===== config.mk =====
export PLATFORM = sky130hd
export DESIGN_NAME = i2cmem_engine
export DESIGN_NICKNAME = d
export VERILOG_FILES = /design/src/rtl/i2cmem_pkg.sv /design/src/rtl/i2cmem_shift.sv /design/src/rtl/i2cmem_ptr.sv /design/src/rtl/i2cmem_engine.sv
export SDC_FILE = /design/constraint.sdc
export NUM_CORES = 1
export LEC_CHECK = 0
export BUFFER_PORTS_ARGS = -buffer_cell sky130_fd_sc_hd__buf_2
export CAP_MARGIN = 40
export CORE_MARGIN = 2
export CORE_UTILIZATION = 55
export CTS_CLUSTER_DIAMETER = 200
export DETAILED_ROUTE_END_ITERATION = 8
export PLACE_DENSITY = 0.79
export SYNTH_ARGS = -nofsm -noshare
export SYNTH_HDL_FRONTEND = slang
export SYNTH_SLANG_ARGS = --single-unit

===== constraint.sdc =====
create_clock -name clk -period 2.5 [get_ports clk]
set_input_delay 0.5 -clock clk [delete_from_list [all_inputs] [get_ports clk]]
set_output_delay 0.5 -clock clk [all_outputs]
set_load 0.01 [all_outputs]

===== src/rtl/i2cmem_pkg.sv =====
package i2cmem_pkg;

    localparam int BYTE_W   = 8;
    localparam int ACK_SLOT = 8;
    localparam int LAST_BIT = 7;

    typedef enum logic [2:0] {
        ST_IDLE,
        ST_DEVADR,
        ST_WORDADR,
        ST_WRDATA,
        ST_RDDATA,
        ST_IGNORE
    } eng_state_e;

    function automatic logic id_match(input logic [BYTE_W-1:0] b, input logic [3:0] id);
        return b[7:4] == id;
    endfunction

endpackage


===== src/rtl/i2cmem_shift.sv =====
module i2cmem_shift
    import i2cmem_pkg::*;
(
    input  logic             clk,
    input  logic             rst,
    input  logic             clr,
    input  logic             bit_evt,
    input  logic             bit_val,
    input  logic             load,
    input  logic [6:0]       load_low,
    output logic [3:0]       cnt,
    output logic [BYTE_W-1:0] rx_full,
    output logic             tx_next
);
    logic [6:0] sh;

    always_ff @(posedge clk) begin
        if (rst || clr) begin
            cnt <= '0;
            sh  <= '0;
        end else if (bit_evt) begin
            cnt <= (cnt == 4'(ACK_SLOT)) ? 4'd0 : cnt + 4'd1;
            if (load) sh <= load_low;
            else      sh <= {sh[5:0], bit_val};
        end
    end

    assign rx_full = {sh, bit_val};
    assign tx_next = sh[6];
endmodule


===== src/rtl/i2cmem_ptr.sv =====
module i2cmem_ptr #(
    parameter int ADDR_W = 11,
    parameter int PAGE_W = 4
) (
    input  logic              clk,
    input  logic              rst,
    input  logic              ld_blk,
    input  logic [ADDR_W-9:0] blk,
    input  logic              ld_low,
    input  logic [7:0]        low,
    input  logic              inc_page,
    input  logic              inc_full,
    output logic [ADDR_W-1:0] ptr
);
    localparam int BLK_W = ADDR_W - 8;

    logic [PAGE_W-1:0] page_off;
    assign page_off = ptr[PAGE_W-1:0] + PAGE_W'(1);

    always_ff @(posedge clk) begin
        if (rst) begin
            ptr <= '0;
        end else if (ld_blk) begin
            ptr[ADDR_W-1 -: BLK_W] <= blk;
        end else if (ld_low) begin
            ptr[7:0] <= low;
        end else if (inc_page) begin
            ptr[PAGE_W-1:0] <= page_off;
        end else if (inc_full) begin
            ptr <= ptr + ADDR_W'(1);
        end
    end
endmodule


===== src/rtl/i2cmem_engine.sv =====
module i2cmem_engine
    import i2cmem_pkg::*;
#(
    parameter int         ADDR_W = 11,
    parameter int         PAGE_W = 4,
    parameter logic [3:0] DEV_ID = 4'b1010
) (
    input  logic              clk,
    input  logic              rst,
    input  logic              start_evt,
    input  logic              stop_evt,
    input  logic              bit_evt,
    input  logic              bit_val,
    input  logic              busy,
    input  logic              wp,
    input  logic [7:0]        mem_rdata,
    output logic              sda_low,
    output logic [ADDR_W-1:0] mem_raddr,
    output logic              wr_valid,
    output logic [ADDR_W-1:0] wr_addr,
    output logic [7:0]        wr_data,
    output logic              wr_commit
);
    localparam int BLK_W = ADDR_W - 8;

    eng_state_e        state;
    logic              is_rd;
    logic              wr_pend;
    logic [3:0]        cnt;
    logic [7:0]        rx;
    logic              tx_next;
    logic [ADDR_W-1:0] ptr;

    logic ev_ok, last_bit, ack_slot, addr_ok;
    logic ld_blk, ld_low, inc_page, inc_full, tx_load;

    assign ev_ok    = bit_evt && !start_evt && !stop_evt;
    assign last_bit = (cnt == 4'(LAST_BIT));
    assign ack_slot = (cnt == 4'(ACK_SLOT));
    assign addr_ok  = id_match(rx, DEV_ID) && !busy;

    assign ld_blk   = ev_ok && state == ST_DEVADR  && last_bit && addr_ok;
    assign ld_low   = ev_ok && state == ST_WORDADR && last_bit;
    assign inc_page = ev_ok && state == ST_WRDATA  && last_bit && !wp;
    assign inc_full = ev_ok && state == ST_RDDATA  && last_bit;
    assign tx_load  = ev_ok && ack_slot &&
                      ((state == ST_DEVADR && is_rd) || (state == ST_RDDATA && !bit_val));

    i2cmem_shift u_shift (
        .clk      (clk),
        .rst      (rst),
        .clr      (start_evt || stop_evt),
        .bit_evt  (bit_evt),
        .bit_val  (bit_val),
        .load     (tx_load),
        .load_low (mem_rdata[6:0]),
        .cnt      (cnt),
        .rx_full  (rx),
        .tx_next  (tx_next)
    );

    i2cmem_ptr #(.ADDR_W(ADDR_W), .PAGE_W(PAGE_W)) u_ptr (
        .clk      (clk),
        .rst      (rst),
        .ld_blk   (ld_blk),
        .blk      (rx[BLK_W:1]),
        .ld_low   (ld_low),
        .low      (rx),
        .inc_page (inc_page),
        .inc_full (inc_full),
        .ptr      (ptr)
    );

    assign mem_raddr = ptr;

    always_ff @(posedge clk) begin
        wr_valid  <= 1'b0;
        wr_commit <= 1'b0;
        if (rst) begin
            state   <= ST_IDLE;
            sda_low <= 1'b0;
            is_rd   <= 1'b0;
            wr_pend <= 1'b0;
            wr_addr <= '0;
            wr_data <= '0;
        end else if (start_evt) begin
            state   <= ST_DEVADR;
            sda_low <= 1'b0;
            wr_pend <= 1'b0;
        end else if (stop_evt) begin
            state     <= ST_IDLE;
            sda_low   <= 1'b0;
            wr_commit <= wr_pend;
            wr_pend   <= 1'b0;
        end else if (bit_evt) begin
            unique case (state)
                ST_DEVADR: begin
                    if (last_bit) begin
                        if (addr_ok) begin
                            sda_low <= 1'b1;
                            is_rd   <= rx[0];
                        end else begin
                            state <= ST_IGNORE;
                        end
                    end else if (ack_slot) begin
                        if (is_rd) begin
                            state   <= ST_RDDATA;
                            sda_low <= ~mem_rdata[7];
                        end else begin
                            state   <= ST_WORDADR;
                            sda_low <= 1'b0;
                        end
                    end
                end
                ST_WORDADR: begin
                    if (last_bit) begin
                        sda_low <= 1'b1;
                    end else if (ack_slot) begin
                        sda_low <= 1'b0;
                        state   <= ST_WRDATA;
                    end
                end
                ST_WRDATA: begin
                    if (last_bit) begin
                        if (!wp) begin
                            sda_low  <= 1'b1;
                            wr_valid <= 1'b1;
                            wr_addr  <= ptr;
                            wr_data  <= rx;
                            wr_pend  <= 1'b1;
                        end else begin
                            state <= ST_IGNORE;
                        end
                    end else if (ack_slot) begin
                        sda_low <= 1'b0;
                    end
                end
                ST_RDDATA: begin
                    if (last_bit) begin
                        sda_low <= 1'b0;
                    end else if (ack_slot) begin
                        if (!bit_val) begin
                            sda_low <= ~mem_rdata[7];
                        end else begin
                            sda_low <= 1'b0;
                            state   <= ST_IGNORE;
                        end
                    end else begin
                        sda_low <= ~tx_next;
                    end
                end
                default: sda_low <= 1'b0;
            endcase
        end
    end
endmodule


==> results of run 1 <==
==> layer usage <==
layer  vias up  wire, microns  share of wire, %
li1       1152              -                 -
met1      1060           2680                47
met2        89           2530                44
met3        11            388               6.8
met4         0            104               1.8
met5         -              0                 0
==> worst max-delay path, stage by stage, from the launching register on <==
cell and delay, ns:
dfxtp_1 0.37, ha_1 0.22, nand4b_1 0.28, or2_1 0.41, a211o_1 0.36, or2_0 0.23, o21ai_1 0.15
==> cell families (layout without fill, tap and decap cells) <==
kind of cell | Yosys count | count (layout) | share of synthesized area, %
simple gates | 120 | 120 | 25.6
compound gates | 66 | 66 | 17.1
flops | 49 | 49 | 38.6
mux | 32 | 32 | 12.7
buf+inv | 24 | 67 | 4.53
fa+ha+maj | 3 | 3 | 1.48
==> worst paths after layout <==
check                      end  slack (ns)
hold / removal       wr_commit        0.41
hold reg to reg      wr_commit        0.45
setup reg to reg  u_ptr.ptr[5]        0.41
setup / recovery  u_ptr.ptr[5]        0.41
==> power breakdown <==
part           internal [W]  leakage [nW]  switching (W)
combinational     0.0000316         0.862      0.0000480
clock              0.000326        0.0585       0.000256
sequential         0.000784         0.395      0.0000127
==> through the flow <==
step	instance area [sq um]	setup WS, ns	instances	utilization (%)	hold WS (ns)
after global routing	2910	0.233	389	65.8	0.410
after floorplan	2540	0.598	294	-	0.422
after global placement	2790	0.428	381	63.2	0.439
after detailed placement	2790	0.362	381	63.2	0.441
after CTS	2910	0.405	389	65.8	0.409
final	2910	0.406	389	65.8	0.415
==> state kept, by name, indices dropped and copies added, names as in the netlist <==
signal       cells
wr_addr         11
u_shift.sh       7
state            3
u_shift.cnt      4
wr_commit        1
wr_data          8
u_ptr.ptr       11
sda_low          1
is_rd            1
wr_pend          1
wr_valid         1
==> layout make-up <==
class	count	area share, %
clock buffer	7	2.97
tap	52	2.24
inverter	7	0.904
sequential	49	33.8
multi-input combinational	221	49.8
timing repair buffer	52	9.30
clock inverter	1	1.03
==> synth_stat cells, drive strengths merged (2+ instances only) <==
cell type	n
mux2	2
nand4	2
nor4	6
nand2	13
a22oi	2
a211o	2
a21o	2
nor2	46
a211oi	9
o211ai	2
and3	3
a21oi	15
nor2b	7
a22o	2
a311oi	2
a32oi	2
clkbuf	9
a221oi	2
ha	3
or3	5
nand3b	3
nand3	9
nand2b	6
nor3	3
or3b	2
mux2i	30
or2	3
a31oi	3
nor4b	2
inv	7
dfxtp	49
nor3b	5
o21bai	2
buf	8
o21ai	16
==> layout by cell type (no fill, tap or decap), types with 3 or more instances in the layout <==
master,count
nor4_1,5
ha_1,3
buf_4,4
dfxtp_1,49
nand3_1,9
nand3b_1,3
o21ai_1,3
or3_1,4
inv_1,7
a31oi_1,3
a21oi_1,15
nor3b_1,3
clkbuf_8,6
nor3_1,3
buf_2,48
nand2b_1,6
mux2i_1,30
nor2_1,46
o21ai_0,13
a211oi_1,9
nand2_1,12
and3_1,3
nor2b_1,7
==> flow_metrics.env, run 1 <==
export IMPL_status="finished clean"
export IMPL_busiest_layer="met2"
export IMPL_r2r_start="u_shift.cnt[0]"
export IMPL_core_sq_mm=0.00441
export IMPL_path_class="flip-flop to flip-flop"
export IMPL_place_gp_congestion=0.864
export IMPL_tns_ns=0
export IMPL_drtPass1Iterations=5
export IMPL_synthesis_nets=313
export IMPL_finalPower_w=0.00146
export IMPL_ys_seq_area_share_pct=38.6
export IMPL_fin_nets=355
export IMPL_htree_levels=2
export IMPL_grtUsageMet1_pct=32.1
export IMPL_io_pins=49
export IMPL_cellPowerDensity_mw_per_mm2=502
export IMPL_synth_edf_count=0
export IMPL_grt_max_degree=38
export IMPL_ir_drop_uv=407
export IMPL_rsz0062_at_grt="no"
export IMPL_use_met3_pct=5.14
export IMPL_fillers=389
export IMPL_cts_sinks=49
export IMPL_seq_area_sq_um=981
export IMPL_cts_buffers=5
export IMPL_drive_gt1_share_pct=20.5
export IMPL_diodes=0
export IMPL_relSlewSlack_pct=60.9
export IMPL_max_cap_violations=0
export IMPL_overflow=0
export IMPL_ctsHoldBuffers=0
export IMPL_setup_viol=0
export IMPL_ant_nets=0
export IMPL_period_minus_slack_ns=2.09
export IMPL_syn_area_sq_mm=0.00254
export IMPL_area_growth_pct=14.3
export IMPL_clock_path_buffers=2
export IMPL_grt_pass1_wl_mm=9.45
export IMPL_vias_per_cell=5.94
export IMPL_syn_area_per_cell_sq_um=8.65
export IMPL_slew_viol_final=0
export IMPL_crit_path_max_fanout=8
export IMPL_min_period_over_period_pct=83.8
export IMPL_grtUsageTotal_pct=23.0
export IMPL_synth_top_area_cell="dfxtp_1"
export IMPL_use_met2_pct=35.1
export IMPL_drtIter0Drc=202
export IMPL_fmax_mhz=477
export IMPL_ctsRootBufferMaster="clkbuf_8"
export IMPL_multi_input_area_sq_mm=0.00145
export IMPL_hold_viol_final=0
export IMPL_die_h_microns=72.0
export IMPL_post_cts_buffers=0
export IMPL_wire_per_inst_microns=14.7
export IMPL_hold_path_cell_count=2
export IMPL_synth_cell_types=55
export IMPL_antenna_found_initial=0
export IMPL_start_kind="flip-flop"
export IMPL_dieArea_sq_mm=0.00518
export IMPL_min_path_type="primary input to flip-flop"
export IMPL_start_util_pct=57.6
export IMPL_tightest_slew_ns=0.584
export IMPL_drc=0
export IMPL_skew_ns=0.0119
export IMPL_reg2reg_depth=6
export IMPL_tritoncts="done"
export IMPL_clkTransAtPathRegs_ns=0.09
export IMPL_route_vias_total=2312
export IMPL_synth_async_reset_ratio_pct=0
export IMPL_cp_required_ns=2.74
export IMPL_synthTopCellsByArea="dfxtp_1 (39%), mux2i_1 (12%), nor2_1 (6.8%), a21oi_1 (3.0%), a211oi_1 (2.7%)"
export IMPL_cp_arrival_ns=2.34
export IMPL_die_w_microns=72.0
export IMPL_worstSkewPairLatency_ns=0.31
export IMPL_ys_seq_elements=49
export IMPL_synth_top_area_share_pct=38.6
export IMPL_worstHoldStart="start_evt"
export IMPL_yosysWarnings=0
export IMPL_core_rowCount=24
export IMPL_syn_inst=294
export IMPL_synth_flop_cell="dfxtp_1"
export IMPL_drt_wl_total_mm=5.71
export IMPL_leakagePower_nw=1.32
export IMPL_cp_end_kind="flip-flop"
export IMPL_grt_pass1_vias=1979
export IMPL_startpoint="u_shift.cnt[0]"
export IMPL_hpwl_mm=4.00
export IMPL_ctsResizeCount=0
export IMPL_io_buffer_count=48
(Power assumes the default switching activity.)
==> run 2, diff against run 1 <==
==> constraint.sdc (replaced) <==
create_clock -name clk -period 2.1 [get_ports clk]
set_input_delay 0.42 -clock clk [delete_from_list [all_inputs] [get_ports clk]]
set_output_delay 0.42 -clock clk [all_outputs]
set_load 0.01 [all_outputs]
==> run 2 against run 1 <==
Net effect: design area is 4.2% higher; combinational power is 39% higher; critical path depth is 1 higher; first-iteration DRC count is 16% lower; largest power group unchanged; register-to-register slack worse by 0.31 ns; highest routed layer unchanged.
==> flow_metrics.env, run 2 (same netlist as run 1, synthesis figures left out) <==
export IMPL_die_h_microns=72.0
export IMPL_setup_viol=0
export IMPL_critPathSlowestCell="nor4_4"
export IMPL_io_pins=49
export IMPL_diodes=0
export IMPL_worstSkewPairLatency_ns=0.32
export IMPL_tightest_slew_ns=0.485
export IMPL_fillers=371
export IMPL_leakagePower_nw=1.39
export IMPL_grt_max_degree=38
export IMPL_ant_nets=0
export IMPL_cts_buffers=5
export IMPL_drc=0
export IMPL_io_buffer_count=48
export IMPL_reg2reg_depth=7
export IMPL_vias_per_cell=5.82
export IMPL_rsz0062_at_grt="no"
export IMPL_drt_wl_total_mm=5.83
export IMPL_ctsRootBufferMaster="clkbuf_8"
export IMPL_htree_levels=2
export IMPL_dieArea_sq_mm=0.00518
export IMPL_core_rowCount=24
export IMPL_seq_area_sq_um=983
export IMPL_start_kind="flip-flop"
export IMPL_p_int_w=0.00122
export IMPL_path_class="flip-flop to flip-flop"
export IMPL_clkTransAtPathRegs_ns=0.09
export IMPL_swShare_pct=25.4
export IMPL_ir_drop_uv=553
export IMPL_cp_required_ns=2.30
export IMPL_slew_viol_final=0
export IMPL_final_util_pct=68.6
export IMPL_layout_common_cells="buf_2 (48), dfxtp_1 (47), nor2_1 (46)"
export IMPL_max_cap_violations=0
export IMPL_die_w_microns=72.0
export IMPL_core_sq_mm=0.00441
export IMPL_period_minus_slack_ns=2.01
export IMPL_wire_per_inst_microns=14.3
export IMPL_hold_viol_final=0
export IMPL_fin_nets=373
export IMPL_use_met3_pct=5.14
export IMPL_fin_cells=407
export IMPL_grtUsageTotal_pct=22.9
export IMPL_crit_path_cell_trace="ha_2, nand4b_1, buf_4, nor4_4, mux2_2, mux2i_1, nor2_1"
export IMPL_cp_end_kind="flip-flop"
export IMPL_busiest_layer="met2"
export IMPL_switchingPower_w=0.000417
export IMPL_cts_sinks=49
export IMPL_start_util_pct=57.6
export IMPL_drtPass1Iterations=5
export IMPL_relSlewSlack_pct=67.5
export IMPL_multi_input_area_sq_mm=0.00145
export IMPL_antenna_found_initial=0
export IMPL_clock_path_buffers=2
export IMPL_fmax_mhz=498
export IMPL_tns_ns=0
export IMPL_placedCellCount=396
export IMPL_crit_path_max_fanout=5
export IMPL_overflow=0
export IMPL_cellPowerDensity_mw_per_mm2=542
export IMPL_final_common_cell="buf_2"
export IMPL_min_period_over_period_pct=95.6
export IMPL_grt_pass1_wl_mm=9.54
export IMPL_use_met2_pct=35.4
export IMPL_route_vias_total=2368
export IMPL_hpwl_mm=4.21
export IMPL_cp_arrival_ns=2.20
export IMPL_place_gp_congestion=0.961
export IMPL_tritoncts="done"
export IMPL_grtUsageMet1_pct=32.5
export IMPL_seqPwrFrac_pct=57.6
export IMPL_skew_ns=0.0104
export IMPL_min_path_type="primary input to flip-flop"
export IMPL_area_growth_pct=19.1
export IMPL_drive_gt1_share_pct=25.9
export IMPL_hold_path_cell_count=2
export IMPL_power_frac_comb_pct=6.8
export IMPL_drtIter0Drc=169
export IMPL_status="finished clean"
export IMPL_clkPwrFrac_pct=35.6
export IMPL_critPathMaxStageDelay_ns=0.42
export IMPL_grt_pass1_vias=2035
export IMPL_reg_top3="u_ptr.ptr x11, wr_addr x11, wr_data x8"
[run 2: cell types whose count changed in the layout (fill, tap and decap cells not counted), sizes merged]
| cell | delta |
|---|---|
| buf | +18 |
| clkbuf | -2 |
| bufinv | -1 |
| clkinv | +1 |
| clkinvlp | +1 |
| inv | +1 |
[run 2: per-layer routing]
layer  part of all wire, %  wire length [microns]  vias to the layer above
met1                    48                   2780                     1111
met3                   5.2                    302                        7
met2                    46                   2700                       66
li1                      -                      -                     1184
met4                  0.98                     57                        0
met5                     0                      0                        -
[run 2: area by class of cell]
type / count / area share (%)
clock inverter: 3 / 0.826
multi-input combinational: 221 / 47.9
tap: 52 / 2.15
timing repair buffer: 70 / 13.5
sequential: 49 / 32.5
inverter: 7 / 0.868
clock buffer: 5 / 2.27
[run 2: metrics by stage]
stage	setup slack (ns)	hold slack, ns	area (sq um)	power, W
2_1_floorplan	0.278	0.422	2540	0.00103
6_report	0.0920	0.319	3030	0.00164
3_3_place_gp	0.117	0.441	2900	0.00107
5_1_grt	0.00649	0.323	3030	0.00170
3_5_place_dp	0.0525	0.450	2900	0.00107
4_1_cts	0.0977	0.320	3000	0.00164
[run 2: worst max-delay path, delay by kind of cell (launching register included)]
kind	cells	cell delay, ns
adder cells (fa/ha/maj)	1	0.21
buffers and inverters	1	0.19
multiplexers	2	0.50
flip-flops	1	0.36
AND/OR/NAND/NOR	3	0.62
[run 2: worst paths after layout]
check                                     from            to  slack, ns
worst max-delay path            u_shift.cnt[0]  u_ptr.ptr[1]       0.09
worst min-delay path                 start_evt     wr_commit       0.32
worst max register to register  u_shift.cnt[0]  u_ptr.ptr[1]       0.09
worst min register to register         wr_pend     wr_commit       0.46
[run 2: repair_timing]
item,in CTS,in global routing
setup buffers,0,3
resized for setup,0,5
hold buffers,0,0
endpoints found under the setup margin,0,3
[run 2: power by group through the flow]
| stage | Sequential [W] | Clock [W] | Combinational, W |
|---|---|---|---|
| after global placement | 0.000966 | 0 | 0.000106 |
| after detailed placement | 0.000966 | 0 | 0.000107 |
| after global routing | 0.000946 | 0.000627 | 0.000122 |
| final | 0.000945 | 0.000584 | 0.000111 |
| after floorplan | 0.000962 | 0 | 0.0000702 |
| after CTS | 0.000944 | 0.000590 | 0.000108 |
